--- config.mk ---
export PLATFORM = sky130hd
export DESIGN_NAME = cons_port
export DESIGN_NICKNAME = d
export VERILOG_FILES = /design/src/rtl/cons_pkg.sv /design/src/rtl/cons_rx_path.sv /design/src/rtl/cons_tx_path.sv /design/src/rtl/cons_irq_ctl.sv /design/src/rtl/cons_port.sv
export SDC_FILE = /design/constraint.sdc
export NUM_CORES = 1
export LEC_CHECK = 0
export CELL_PAD_IN_SITES_DETAIL_PLACEMENT = 0
export CELL_PAD_IN_SITES_GLOBAL_PLACEMENT = 2
export CORE_UTILIZATION = 14
export CTS_CLUSTER_DIAMETER = 40
export DETAILED_ROUTE_END_ITERATION = 7
export PLACE_DENSITY_LB_ADDON = 0.1
export SLEW_MARGIN = 40
export SYNTH_ARGS = -nofsm -noshare
export SYNTH_HDL_FRONTEND = slang
export SYNTH_SLANG_ARGS = --single-unit
--- constraint.sdc ---
create_clock -name clk -period 1.8 [get_ports clk]
set_input_delay 0.27 -clock clk [delete_from_list [all_inputs] [get_ports clk]]
set_output_delay 0.27 -clock clk [all_outputs]
set_load 0.02 [all_outputs]
--- src/rtl/cons_pkg.sv ---
// Shared constants for the console port: register offsets, status bit
// positions and interrupt vector values.
package cons_pkg;
    localparam int OFS_RX_STAT = 32'h080;
    localparam int OFS_RX_DATA = 32'h084;
    localparam int OFS_TX_STAT = 32'h088;
    localparam int OFS_TX_DATA = 32'h08C;
    localparam int OFS_ID      = 32'h100;
    localparam int ID_VALUE    = 128;
    localparam int IE_BIT      = 6;
    localparam int FLAG_BIT    = 7;
    localparam logic [7:0] VEC_RX = 8'hF8;
    localparam logic [7:0] VEC_TX = 8'hFC;
endpackage

--- src/rtl/cons_rx_path.sv ---
// Receive side: holds the receive interrupt enable, builds the receive
// status byte and the receive data read value, and generates the pop pulse.
// Assumes the source holds rx_byte stable while rx_valid is high.
module cons_rx_path
    import cons_pkg::*;
#(
    parameter int CHAR_W = 8
) (
    input  logic              clk,
    input  logic              rst_n,
    input  logic              stat_wr,
    input  logic              wr_ie,
    input  logic              data_rd,
    input  logic [CHAR_W-1:0] rx_byte,
    input  logic              rx_valid,
    output logic              rx_ready,
    output logic              ie,
    output logic [CHAR_W-1:0] stat_byte,
    output logic [CHAR_W-1:0] data_byte
);
    // Enable bit: loaded on a status write, cleared by reset.
    always_ff @(posedge clk) begin
        if (!rst_n)       ie <= 1'b0;
        else if (stat_wr) ie <= wr_ie;
    end

    // Status byte: live availability flag plus the stored enable.
    always_comb begin
        stat_byte           = '0;
        stat_byte[FLAG_BIT] = rx_valid;
        stat_byte[IE_BIT]   = ie;
    end

    // Data read value and pop pulse, both gated by availability.
    always_comb begin
        data_byte = rx_valid ? rx_byte : '0;
        rx_ready  = data_rd && rx_valid;
    end

    AST_RX_IE_HOLDS: assert property (@(posedge clk) disable iff (!rst_n)
        !stat_wr |=> ie == $past(ie));
endmodule

--- src/rtl/cons_tx_path.sv ---
// Transmit side: holds the transmit interrupt enable and the always-ready
// flag, builds the transmit status byte, and registers the outgoing strobe.
module cons_tx_path
    import cons_pkg::*;
#(
    parameter int CHAR_W = 8
) (
    input  logic              clk,
    input  logic              rst_n,
    input  logic              stat_wr,
    input  logic              wr_ie,
    input  logic              data_wr,
    input  logic [CHAR_W-1:0] wr_byte,
    output logic              ie,
    output logic [CHAR_W-1:0] stat_byte,
    output logic [CHAR_W-1:0] tx_byte,
    output logic              tx_valid
);
    logic rdy_q;

    // Enable bit and ready flag; ready comes up on the first edge out of reset.
    always_ff @(posedge clk) begin
        if (!rst_n) begin
            ie    <= 1'b0;
            rdy_q <= 1'b0;
        end else begin
            rdy_q <= 1'b1;
            if (stat_wr) ie <= wr_ie;
        end
    end

    // Outgoing character strobe, one cycle per data write.
    always_ff @(posedge clk) begin
        if (!rst_n) begin
            tx_valid <= 1'b0;
            tx_byte  <= '0;
        end else begin
            tx_valid <= data_wr;
            if (data_wr) tx_byte <= wr_byte;
        end
    end

    // Status byte: ready flag plus the stored enable.
    always_comb begin
        stat_byte           = '0;
        stat_byte[FLAG_BIT] = rdy_q;
        stat_byte[IE_BIT]   = ie;
    end

    AST_TX_READY_STAYS: assert property (@(posedge clk) disable iff (!rst_n)
        rdy_q |=> rdy_q);
endmodule

--- src/rtl/cons_irq_ctl.sv ---
// Interrupt control: turns the two causes into a level request, a vector
// with receive priority, and a sticky pending flag cleared by status writes.
module cons_irq_ctl
    import cons_pkg::*;
(
    input  logic       clk,
    input  logic       rst_n,
    input  logic       rx_cause,
    input  logic       tx_cause,
    input  logic       stat_wr,
    output logic       irq,
    output logic       pend,
    output logic [7:0] vec
);
    logic any_cause;
    assign any_cause = rx_cause || tx_cause;

    // Request, sticky flag and vector, all registered.
    always_ff @(posedge clk) begin
        if (!rst_n) begin
            irq  <= 1'b0;
            pend <= 1'b0;
            vec  <= '0;
        end else begin
            irq <= any_cause && !stat_wr;
            if (stat_wr)        pend <= 1'b0;
            else if (any_cause) pend <= 1'b1;
            if (rx_cause)       vec  <= VEC_RX;
            else if (tx_cause)  vec  <= VEC_TX;
        end
    end

    AST_IRQ_HAS_PEND: assert property (@(posedge clk) disable iff (!rst_n)
        irq |-> pend);
    AST_IRQ_VEC_KNOWN: assert property (@(posedge clk) disable iff (!rst_n)
        irq |-> (vec == VEC_RX || vec == VEC_TX));
    AST_CLEAR_ON_STAT: assert property (@(posedge clk) disable iff (!rst_n)
        stat_wr |=> !pend && !irq);
endmodule

--- src/rtl/cons_port.sv ---
// Console port top: decodes the register bus, multiplexes read data and
// connects the receive path, transmit path and interrupt control.
// Assumes single-cycle bus strobes; read data is combinational on bus_addr.
module cons_port
    import cons_pkg::*;
#(
    parameter int ADDR_W   = 9,
    parameter int DATA_W   = 32,
    parameter int CHAR_W   = 8,
    parameter int PEND_BIT = 28
) (
    input  logic              clk,
    input  logic              rst_n,
    input  logic [ADDR_W-1:0] bus_addr,
    input  logic              bus_wr,
    input  logic              bus_rd,
    input  logic [DATA_W-1:0] bus_wdata,
    output logic [DATA_W-1:0] bus_rdata,
    input  logic [CHAR_W-1:0] rx_byte,
    input  logic              rx_valid,
    output logic              rx_ready,
    output logic [CHAR_W-1:0] tx_byte,
    output logic              tx_valid,
    output logic              irq,
    output logic [7:0]        irq_vector,
    output logic [DATA_W-1:0] sys_status
);
    logic sel_rxs, sel_rxd, sel_txs, sel_txd, sel_id;
    logic rx_ie, tx_ie, pend;
    logic [CHAR_W-1:0] rx_stat, rx_data, tx_stat;
    logic unused_wbits;

    assign unused_wbits = ^bus_wdata[DATA_W-1:CHAR_W];

    // Full-width address decode.
    always_comb begin
        sel_rxs = bus_addr == ADDR_W'(OFS_RX_STAT);
        sel_rxd = bus_addr == ADDR_W'(OFS_RX_DATA);
        sel_txs = bus_addr == ADDR_W'(OFS_TX_STAT);
        sel_txd = bus_addr == ADDR_W'(OFS_TX_DATA);
        sel_id  = bus_addr == ADDR_W'(OFS_ID);
    end

    cons_rx_path #(.CHAR_W(CHAR_W)) u_rx (
        .clk       (clk),
        .rst_n     (rst_n),
        .stat_wr   (bus_wr && sel_rxs),
        .wr_ie     (bus_wdata[IE_BIT]),
        .data_rd   (bus_rd && sel_rxd),
        .rx_byte   (rx_byte),
        .rx_valid  (rx_valid),
        .rx_ready  (rx_ready),
        .ie        (rx_ie),
        .stat_byte (rx_stat),
        .data_byte (rx_data)
    );

    cons_tx_path #(.CHAR_W(CHAR_W)) u_tx (
        .clk       (clk),
        .rst_n     (rst_n),
        .stat_wr   (bus_wr && sel_txs),
        .wr_ie     (bus_wdata[IE_BIT]),
        .data_wr   (bus_wr && sel_txd),
        .wr_byte   (bus_wdata[CHAR_W-1:0]),
        .ie        (tx_ie),
        .stat_byte (tx_stat),
        .tx_byte   (tx_byte),
        .tx_valid  (tx_valid)
    );

    cons_irq_ctl u_irq (
        .clk      (clk),
        .rst_n    (rst_n),
        .rx_cause (rx_ie && rx_valid),
        .tx_cause (tx_ie),
        .stat_wr  (bus_wr && (sel_rxs || sel_txs)),
        .irq      (irq),
        .pend     (pend),
        .vec      (irq_vector)
    );

    // Read data multiplexer; unmapped and write-only offsets read zero.
    always_comb begin
        bus_rdata = '0;
        if (sel_rxs)      bus_rdata = DATA_W'(rx_stat);
        else if (sel_rxd) bus_rdata = DATA_W'(rx_data);
        else if (sel_txs) bus_rdata = DATA_W'(tx_stat);
        else if (sel_id)  bus_rdata = DATA_W'(ID_VALUE);
    end

    // System status word carrying only the sticky pending flag.
    always_comb begin
        sys_status           = '0;
        sys_status[PEND_BIT] = pend;
    end

    AST_TXV_FROM_WRITE: assert property (@(posedge clk) disable iff (!rst_n)
        tx_valid |-> $past(bus_wr && sel_txd));
    AST_POP_EMPTY_ZERO: assert property (@(posedge clk) disable iff (!rst_n)
        (bus_rd && sel_rxd && !rx_valid) |-> (bus_rdata == '0 && !rx_ready));
    AST_RX_PRIORITY: assert property (@(posedge clk) disable iff (!rst_n)
        (irq && $past(rx_ie && rx_valid)) |-> irq_vector == VEC_RX);
endmodule

# == After elaboration in Yosys (flattened, before gate mapping) ==
# Cells that the tools add are included.
# op_classes
eq_ne,5
muxes,8
bitwise,1
reduce_logical,14
# ops
operator,n
$mux 8,7
$eq 9x8->1 const B,4
$eq 9x9->1 const B,1
$logic_and 1x1->1,8
$reduce_or 2->1,2
$logic_or 1x1->1,2
$reduce_bool 2->1,1
$logic_not 1->1,1
$mux 1,1
$not 1->1,1
# totals
reg_bits,20
input_bits,54
elab_cells,37

# == Logic depth before layout (Yosys ltp) ==
# Gate-level depths: netlist of run 1.
# depth
depth_word,5
depth_mapped,5

# == Modules after synthesis ==
# From an unflattened synthesis of run 1, not the netlist that was laid out.
# hier_totals
hier_cells,178
area_unflattened_um2,1486.4
# by_module_without_submodules
mod,n_inst,cells_each,area_per_inst_um2,seq_area_each_um2
cons_port,1,98,704.4,0.0
cons_tx_path,1,40,449.2,220.2
cons_irq_ctl,1,19,176.4,80.1
cons_rx_path,1,21,156.4,20.0

# == Least setup slack after synthesis of run 1 ==
# No wires, ideal clock.
# synth_path
path_kind,input-to-output
from,input bus_addr[8]
to,output bus_rdata[7]
arrival_time_ns,1.163
t_required_ns,1.530
slack_ns,0.367
path_stages,3
path_buffers,0
cell_sequence,nor4b_4 and4bb_2 a32o_1
# synth_via
elab_chain_cells,5
elab_cells_between_ends,8
classes_between,eq/ne (4); mux (4)
# synth_rtl
element,line_no,source
"start, declared",cons_port.sv:14,"input logic [ADDR_W-1:0] bus_addr,"
$eq 9x9->1,cons_port.sv:41,sel_id = bus_addr == ADDR_W'(OFS_ID);
$mux 8,cons_port.sv:88,else if (sel_id) bus_rdata = DATA_W'(ID_VALUE);
$mux 8,cons_port.sv:87,else if (sel_txs) bus_rdata = DATA_W'(tx_stat);
$mux 8,cons_port.sv:86,else if (sel_rxd) bus_rdata = DATA_W'(rx_data);
$mux 8 (*),cons_port.sv:85,if (sel_rxs) bus_rdata = DATA_W'(rx_stat);
"end, declared",cons_port.sv:18,"output logic [DATA_W-1:0] bus_rdata,"
# Mark *: on every way between the ends. The rest lies on a longest branch, timed or not.

# == Worst setup path in the final report of run 1 ==
# layout_path
from,input bus_addr[5]
to,output bus_rdata[7]
# Same word-level chain as after synthesis.

==> summary.txt, run 1 <==
GRT
  – Initial antenna violation count: 0
  – First-pass GRT wire length: 4060 microns
  – Largest net degree at the start of global routing: 20
  – Total GRT Usage: under 10%
  – Total grt overflow: 0
  – Number of global-route vias before repair: between 700 and 800

Final layout
  – Final design area excluding fillers: approximately 0.0018 sq mm
  – Layout cells sized above 1: between 15 and 20%
  – Fillers: 950
  – Ant. Diodes: 0
  – Multi-input logic area: ~650 sq um
  – Most common cell after layout, fill and taps aside: conb_1
  – # nets final: ~260
  – Register area: between 300 and 400 sq um
  – Most frequent cells in the layout: conb_1 (57), clkdlybuf4s50_1 (37), nand2_1 (19)
  – Area grow syn2layout: 46.2%
  – Post-Layout Cell Count: roughly 310

Synth
  – EDFF count, synth: 0
  – Top-area cell type share of the netlist area: 37.8%
  – Leading post-synthesis cells by cell area: buf_4 (38%), dfxtp_1 (26%), mux2i_1 (9.7%), nand2_1 (5.8%), and2_1 (4.1%)
  – Synth area leader: buf_4
  – Seq cells post-synth: 16
  – Syn. warnings: 0
  – Mapped cell area: 0.00123 sq mm
  – Post-synth cell types: 28
  – Asr flop ratio synth: 0%
  – Synth Area per Inst: roughly 8.5 sq um
  – Register area share after synthesis: between 20% and 30%
  – Mapped Cells: between 100 and 150
  – Dominant synthesized flop cell: dfxtp_1

Placed design
  – Placed cell area: roughly 0.0017 sq mm
  – Final RePlAce weighted congestion: 0.671
  – IO buf count: between 50 and 60
  – Dpl hpwl: 2400 microns
  – Placed cell count: about 310

STA
  – RSZ-0062 raised after global routing: false
  – Max Fclk: 573 MHz
  – Clock Skew: roughly 0.0031 ns
  – Setup TNS: 0 ns
  – Final Hold Viols: 0
  – Period utilization: 97.0%
  – Fin. max-slew vios: 0
  – Minimum clock period: between 1.5 and 2 ns
  – Final setup fails: 0

CTS
  – TritonCTS Sinks: 16
  – Clock Tree Root: clkbuf_8
  – CTS Buf Count: 3
  – CTS tree: done
  – Clk buf depth: 2
  – Setup Fix Bufs, Post-CTS: 0
  – Worst-path clk slew: approximately 0.07 ns
  – Worst-Skew Late Latency: around 0.25 ns
  – H-tree depth: 1

Route
  – Vias: 946
  – DR DRC count: 0
  – Vias per inst: around 3.1
  – Post-route ant nets: 0
  – DRT iter0 DRCs: 18
  – First-pass iteration count of the detailed router: 4
  – Routed len/inst: roughly 9.6 microns
  – Routed Wire Length: 2950 microns

Floorplan
  – Initial Utilization: between 10% and 20%
  – Boundary Pins: 137
  – Core area: about 0.0084 sq mm
  – DIE WIDTH: between 90 and 100 microns
  – # rows: 33
  – Die area: 0.00918 sq mm
  – Die height: ~96 microns

Hold path
  – Min-Delay Path Class: reg2reg

Power and ir drop
  – Clock network power share: between 30% and 40%
  – Maximum vdd drop: approximately 290 uV
  – P_leak: about 0.00084 uW
  – Final Power: about 900 uW
  – Reg power frac: between 30 and 40%
  – Internal power: a little over 600 uW
  – Combinational power share: around 24%
  – Sw frac: 30.5%
  – Power density over the cells: 497 mW/mm^2
  – Switching pwr: ~270 uW

Setup path
  – Crit Path Class: in2out
  – CP Data Arrival Time: between 1 and 1.5 ns
  – Critical Path Max Stage Delay: between 0.4 and 0.5 ns
  – Crit-path cells: clkdlybuf4s50_1 > nor3_2 > and4bb_4 > a32o_1 > buf_6
  – Data required, critical path: 1.53 ns
  – CP startpoint kind: primary input
  – Slowest-stage cell, CP: clkdlybuf4s50_1
  – Critical Path End Type: primary output
  – CP Max Fanout: 8

Run
  – Max-cap violations: 0

Run status
  – Status: completed
-- final cells by class --
class | instances | area share, %
Sequential cell | 16 | 17.8
Tap cell | 105 | 7.29
Multi-Input combinational cell | 118 | 36.2
Timing Repair Buffer | 65 | 35.5
Inverter | 1 | 0.208
Clock buffer | 4 | 3.06
-- stage by stage --
stage	hold slack [ns]	worst slack, ns	util (%)
global placement	0.448	-0.595	20.6
floorplan	0.298	0.367	-
finish	0.457	0.0545	21.5
global route	0.485	0.00816	21.5
CTS	0.464	0.00380	21.5
detailed placement	0.453	-0.620	20.6
-- per-layer routing --
layer	vias to the layer above	track usage, %	wire (microns)
met3	2	2.13	278
met1	419	7.52	1210
met2	56	9.82	1440
li1	469	-	-
met4	0	1.49	23
met5	-	0	0
-- power groups by stage --
stage | registers [uW] | clock network, uW | logic, uW
after global placement | 364 | 0 | 221
final | 356 | 322 | 217
after CTS | 356 | 346 | 217
after global routing | 355 | 356 | 234
after floorplan | 364 | 0 | 224
after detailed placement | 364 | 0 | 221
-- cells by family after synthesis --
kind of cell	count (synthesis)	share of synthesized area [%]
buffers and inverters	67	39.9
muxes	12	9.75
other	1	0.304
AOI/OAI and AO/OA	8	5.08
and+or+nand+nor	41	19.0
DFF	16	26.0
-- worst paths after layout --
path	start	to	slack (ns)	cells after the start
hold reg to reg	u_tx.tx_byte[1]	u_tx.tx_byte[1]	0.46	2
setup / recovery	bus_addr[5]	bus_rdata[7]	0.05	5
setup reg to reg	u_rx.ie	u_irq.pend	0.96	2
hold / removal	u_tx.tx_byte[1]	u_tx.tx_byte[1]	0.46	2
-- repair_timing --
| action | in CTS | in global routing |
|---|---|---|
| hold buffers | 0 | 0 |
| setup endpoints to repair | 9 | 9 |
| pin swaps | 9 | 3 |
| gates resized for setup | 66 | 3 |
-- registers in the layout (all words and copies together) (netlist names) --
register	flops
u_tx.tx_byte	8
u_rx.ie	1
u_tx.tx_valid	1
u_irq.vec	2
u_tx.rdy_q	1
u_tx.ie	1
u_irq.pend	1
u_irq.irq	1
-- Yosys cell counts (all sizes together) (2+ instances only) --
| cell | n |
|---|---|
| clkbuf | 3 |
| nor3 | 2 |
| and2 | 8 |
| and3 | 4 |
| dfxtp | 16 |
| mux2i | 12 |
| buf | 63 |
| nand2 | 19 |
-- worst max-delay path: cells and delay by family --
family	cells	cell delay (ns)
compound gates	1	0.15
simple gates	2	0.52
buf+inv	2	0.54
Note: power is estimated with default switching activity, not from simulation.
==> run 2, diff against run 1 <==
Settings changed: GPL_TIMING_DRIVEN from default to 0.
==> run 2 against run 1 <==
Against the previous run:
- global-route usage is 0.83 points higher
- cell count is 19% higher
- first-iteration DRC count is 11% higher
- sequential share of layout area is 3.0 points lower
- final area is 20% higher
- flip-flop and latch count stayed put
- die area stayed put
- clock skew is 0.0021 ns lower
- highest routed layer unchanged
- count of clock-buffer cells in the layout is 1 lower
- sequential power hardly changed
==> summary.txt, run 2 (synthesis gave the netlist of run 1 again) <==
CTS
  – Clk buf depth: 2 (unchanged)
  – Worst-Skew Late Latency: 0.24 ns (was 0.25 ns)
  – H-tree depth: 1 (unchanged)
  – CTS tree: done (unchanged)
  – TritonCTS Sinks: 16 (unchanged)
  – CTS Buf Count: 3 (unchanged)
  – Worst-path clk slew: 0.06 ns (was 0.07 ns)
  – Clock Tree Root: clkbuf_8 (unchanged)

Floorplan
  – Boundary Pins: 137 (unchanged)
  – Initial Utilization: 14.7% (unchanged)
  – Die area: 0.00918 sq mm (unchanged)
  – Core area: 0.00838 sq mm (unchanged)
  – DIE WIDTH: 95.8 microns (unchanged)
  – # rows: 33 (unchanged)
  – Die height: 95.8 microns (unchanged)

Setup path
  – Critical Path Max Stage Delay: 0.32 ns (was 0.42 ns)
  – CP Data Arrival Time: 1.45 ns (was 1.48 ns)
  – Crit-path cells: clkdlybuf4s15_1 > nor4b_4 > and4bb_2 > buf_6 > and2_1 > buf_6 (was clkdlybuf4s50_1 > nor3_2 > and4bb_4 > a32o_1 > buf_6)
  – Reg2Reg Depth: 2 (unchanged)
  – Critical Path End: bus_rdata[1] (was bus_rdata[7])
  – Critical path's top delay family: simple AND/OR/NAND/NOR gates (was buffers and inverters)
  – R2R setup slack: 0.96 ns (about the same)
  – Most used cell, CP: buf_6
  – Worst r2r dst: u_irq.pend (unchanged)
  – CP bufs+invs: 3 (was 2)
  – Critical Path End Type: primary output (unchanged)
  – Crit Path Class: in2out (unchanged)
  – CP startpoint kind: primary input (unchanged)
  – WP depth: 6 (was 5)
  – CP Max Fanout: 5 (was 8)
  – Crit path from: bus_addr[8] (was bus_addr[5])
  – Data required, critical path: 1.53 ns (about the same)
  – R2r startpoint: u_tx.ie (was u_rx.ie)
  – Slowest-stage cell, CP: and4bb_2 (was clkdlybuf4s50_1)

STA
  – Slew margin rel.: 65.8%
  – Max Fclk: 581 MHz (was 573 MHz)
  – Final setup fails: 0 (unchanged)
  – Fin. max-slew vios: 0 (unchanged)
  – Setup TNS: 0 ns (unchanged)
  – Actual slew at the worst max-slew pin: 0.514 ns
  – Period utilization: 95.6% (was 97.0%)
  – Clock Skew: 0.00104 ns (was 0.00310 ns)
  – Final Hold Viols: 0 (unchanged)
  – Minimum clock period: 1.72 ns (was 1.75 ns)

Route
  – Routed len/inst: 8.56 microns (was 9.56 microns)
  – DRT iter0 DRCs: 20 (was 18)
  – Post-route ant nets: 0 (unchanged)
  – Vias: 1097 (was 946)
  – DR DRC count: 0 (unchanged)
  – Routed Wire Length: 3140 microns (was 2950 microns)
  – First-pass iteration count of the detailed router: 4 (unchanged)
  – Vias per inst: 2.99 (was 3.06)

Final layout
  – Most frequent cells in the layout: buf_4 (65), conb_1 (57), clkdlybuf4s50_1 (36) (was conb_1 (57), clkdlybuf4s50_1 (37), nand2_1 (19))
  – Ant. Diodes: 0 (unchanged)
  – Final design area excluding fillers: 0.00216 sq mm (was 0.00180 sq mm)
  – Max reg flops: 8 (unchanged)
  – Area grow syn2layout: 75.4% (was 46.2%)
  – Most common cell after layout, fill and taps aside: buf_4 (was conb_1)
  – # nets final: 318 (was 259)
  – Largest Register: u_tx.tx_byte (unchanged)
  – Layout cells sized above 1: 32.8% (was 16.2%)
  – Biggest regs: u_tx.tx_byte x8, u_irq.vec x2 (unchanged)

GRT
  – Total grt overflow: 0 (unchanged)
  – First-pass GRT wire length: 4670 microns (was 4060 microns)
  – Total GRT Usage: 6.84% (was 6.02%)
  – Largest net degree at the start of global routing: 11 (was 20)
  – Initial antenna violation count: 0 (unchanged)
  – Number of global-route vias before repair: 939 (was 791)

Run
  – Max-cap violations: 0 (unchanged)

Power and ir drop
  – Maximum vdd drop: 210 uV (was 286 uV)
  – Power density over the cells: 429 mW/mm^2 (was 497 mW/mm^2)
  – P_leak: 0.00113 uW (was 0.000843 uW)

Placed design
  – Placed cell area: 0.00211 sq mm (was 0.00172 sq mm)
  – Dpl hpwl: 2620 microns (was 2400 microns)
  – IO buf count: 54 (was 55)
  – Final RePlAce weighted congestion: 0.611 (was 0.671)

Run status
  – Status: completed (unchanged)

Hold path
  – Min-Delay Path Class: in2reg (was reg2reg)
==> run 2: timing repair <==
item / in CTS / in global routing
setup endpoints to repair: 9 / 5
buffers inserted: 3 / 1
hold buffers: 0 / 0
gates resized for setup: 53 / 8
pin swaps: 3 / 2
endpoints found under the hold margin: 0 / 0
==> run 2: how the worst min path moves through the flow <==
stage                    start               to  slack [ns]  cells past startpoint
3_5_place_dp   u_tx.tx_byte[4]  u_tx.tx_byte[4]        0.46                      2
5_1_grt               rx_valid     u_irq.vec[2]        0.48                      2
3_3_place_gp   u_tx.tx_byte[4]  u_tx.tx_byte[4]        0.45                      2
2_1_floorplan            rst_n       u_tx.rdy_q        0.30                      0
4_1_cts               rx_valid     u_irq.vec[2]        0.46                      2
6_report              rx_valid     u_irq.vec[2]        0.45                      2
==> run 2: area by class of cell <==
class,instances,area [sq um]
Inverter,1,3.75
Clock buffer,3,41.3
Timing Repair Buffer,58,537
Sequential cell,16,320
Buffer,66,488
Multi-Input combinational cell,118,641
Fill cell,924,6220
Tap cell,105,131
==> run 2: power breakdown <==
part,switching (uW),internal [uW],leakage [uW]
logic,160,144,0.000978
clock network,119,148,0.0000216
registers,0.412,355,0.000129
total,279,648,0.00113
==> run 2: stage by stage <==
step | util [%] | power (uW) | setup slack, ns | hold slack [ns] | cells
detailed placement | 25.2 | 667 | -0.828 | 0.455 | 360
global placement | 25.2 | 667 | -0.810 | 0.447 | 360
finish | 25.8 | 927 | 0.0790 | 0.447 | 367
global route | 25.8 | 987 | -0.00488 | 0.485 | 367
floorplan | - | 588 | 0.367 | 0.298 | 201
CTS | 25.8 | 943 | 0.000352 | 0.455 | 366
==> run 2: routing by layer <==
layer / vias to the layer above / GRT usage, % / wire, microns
li1: 588 / - / -
met1: 453 / 8.31 / 1320
met2: 54 / 11.0 / 1500
met3: 2 / 2.92 / 309
met4: 0 / 1.87 / 22
met5: - / 0 / 0
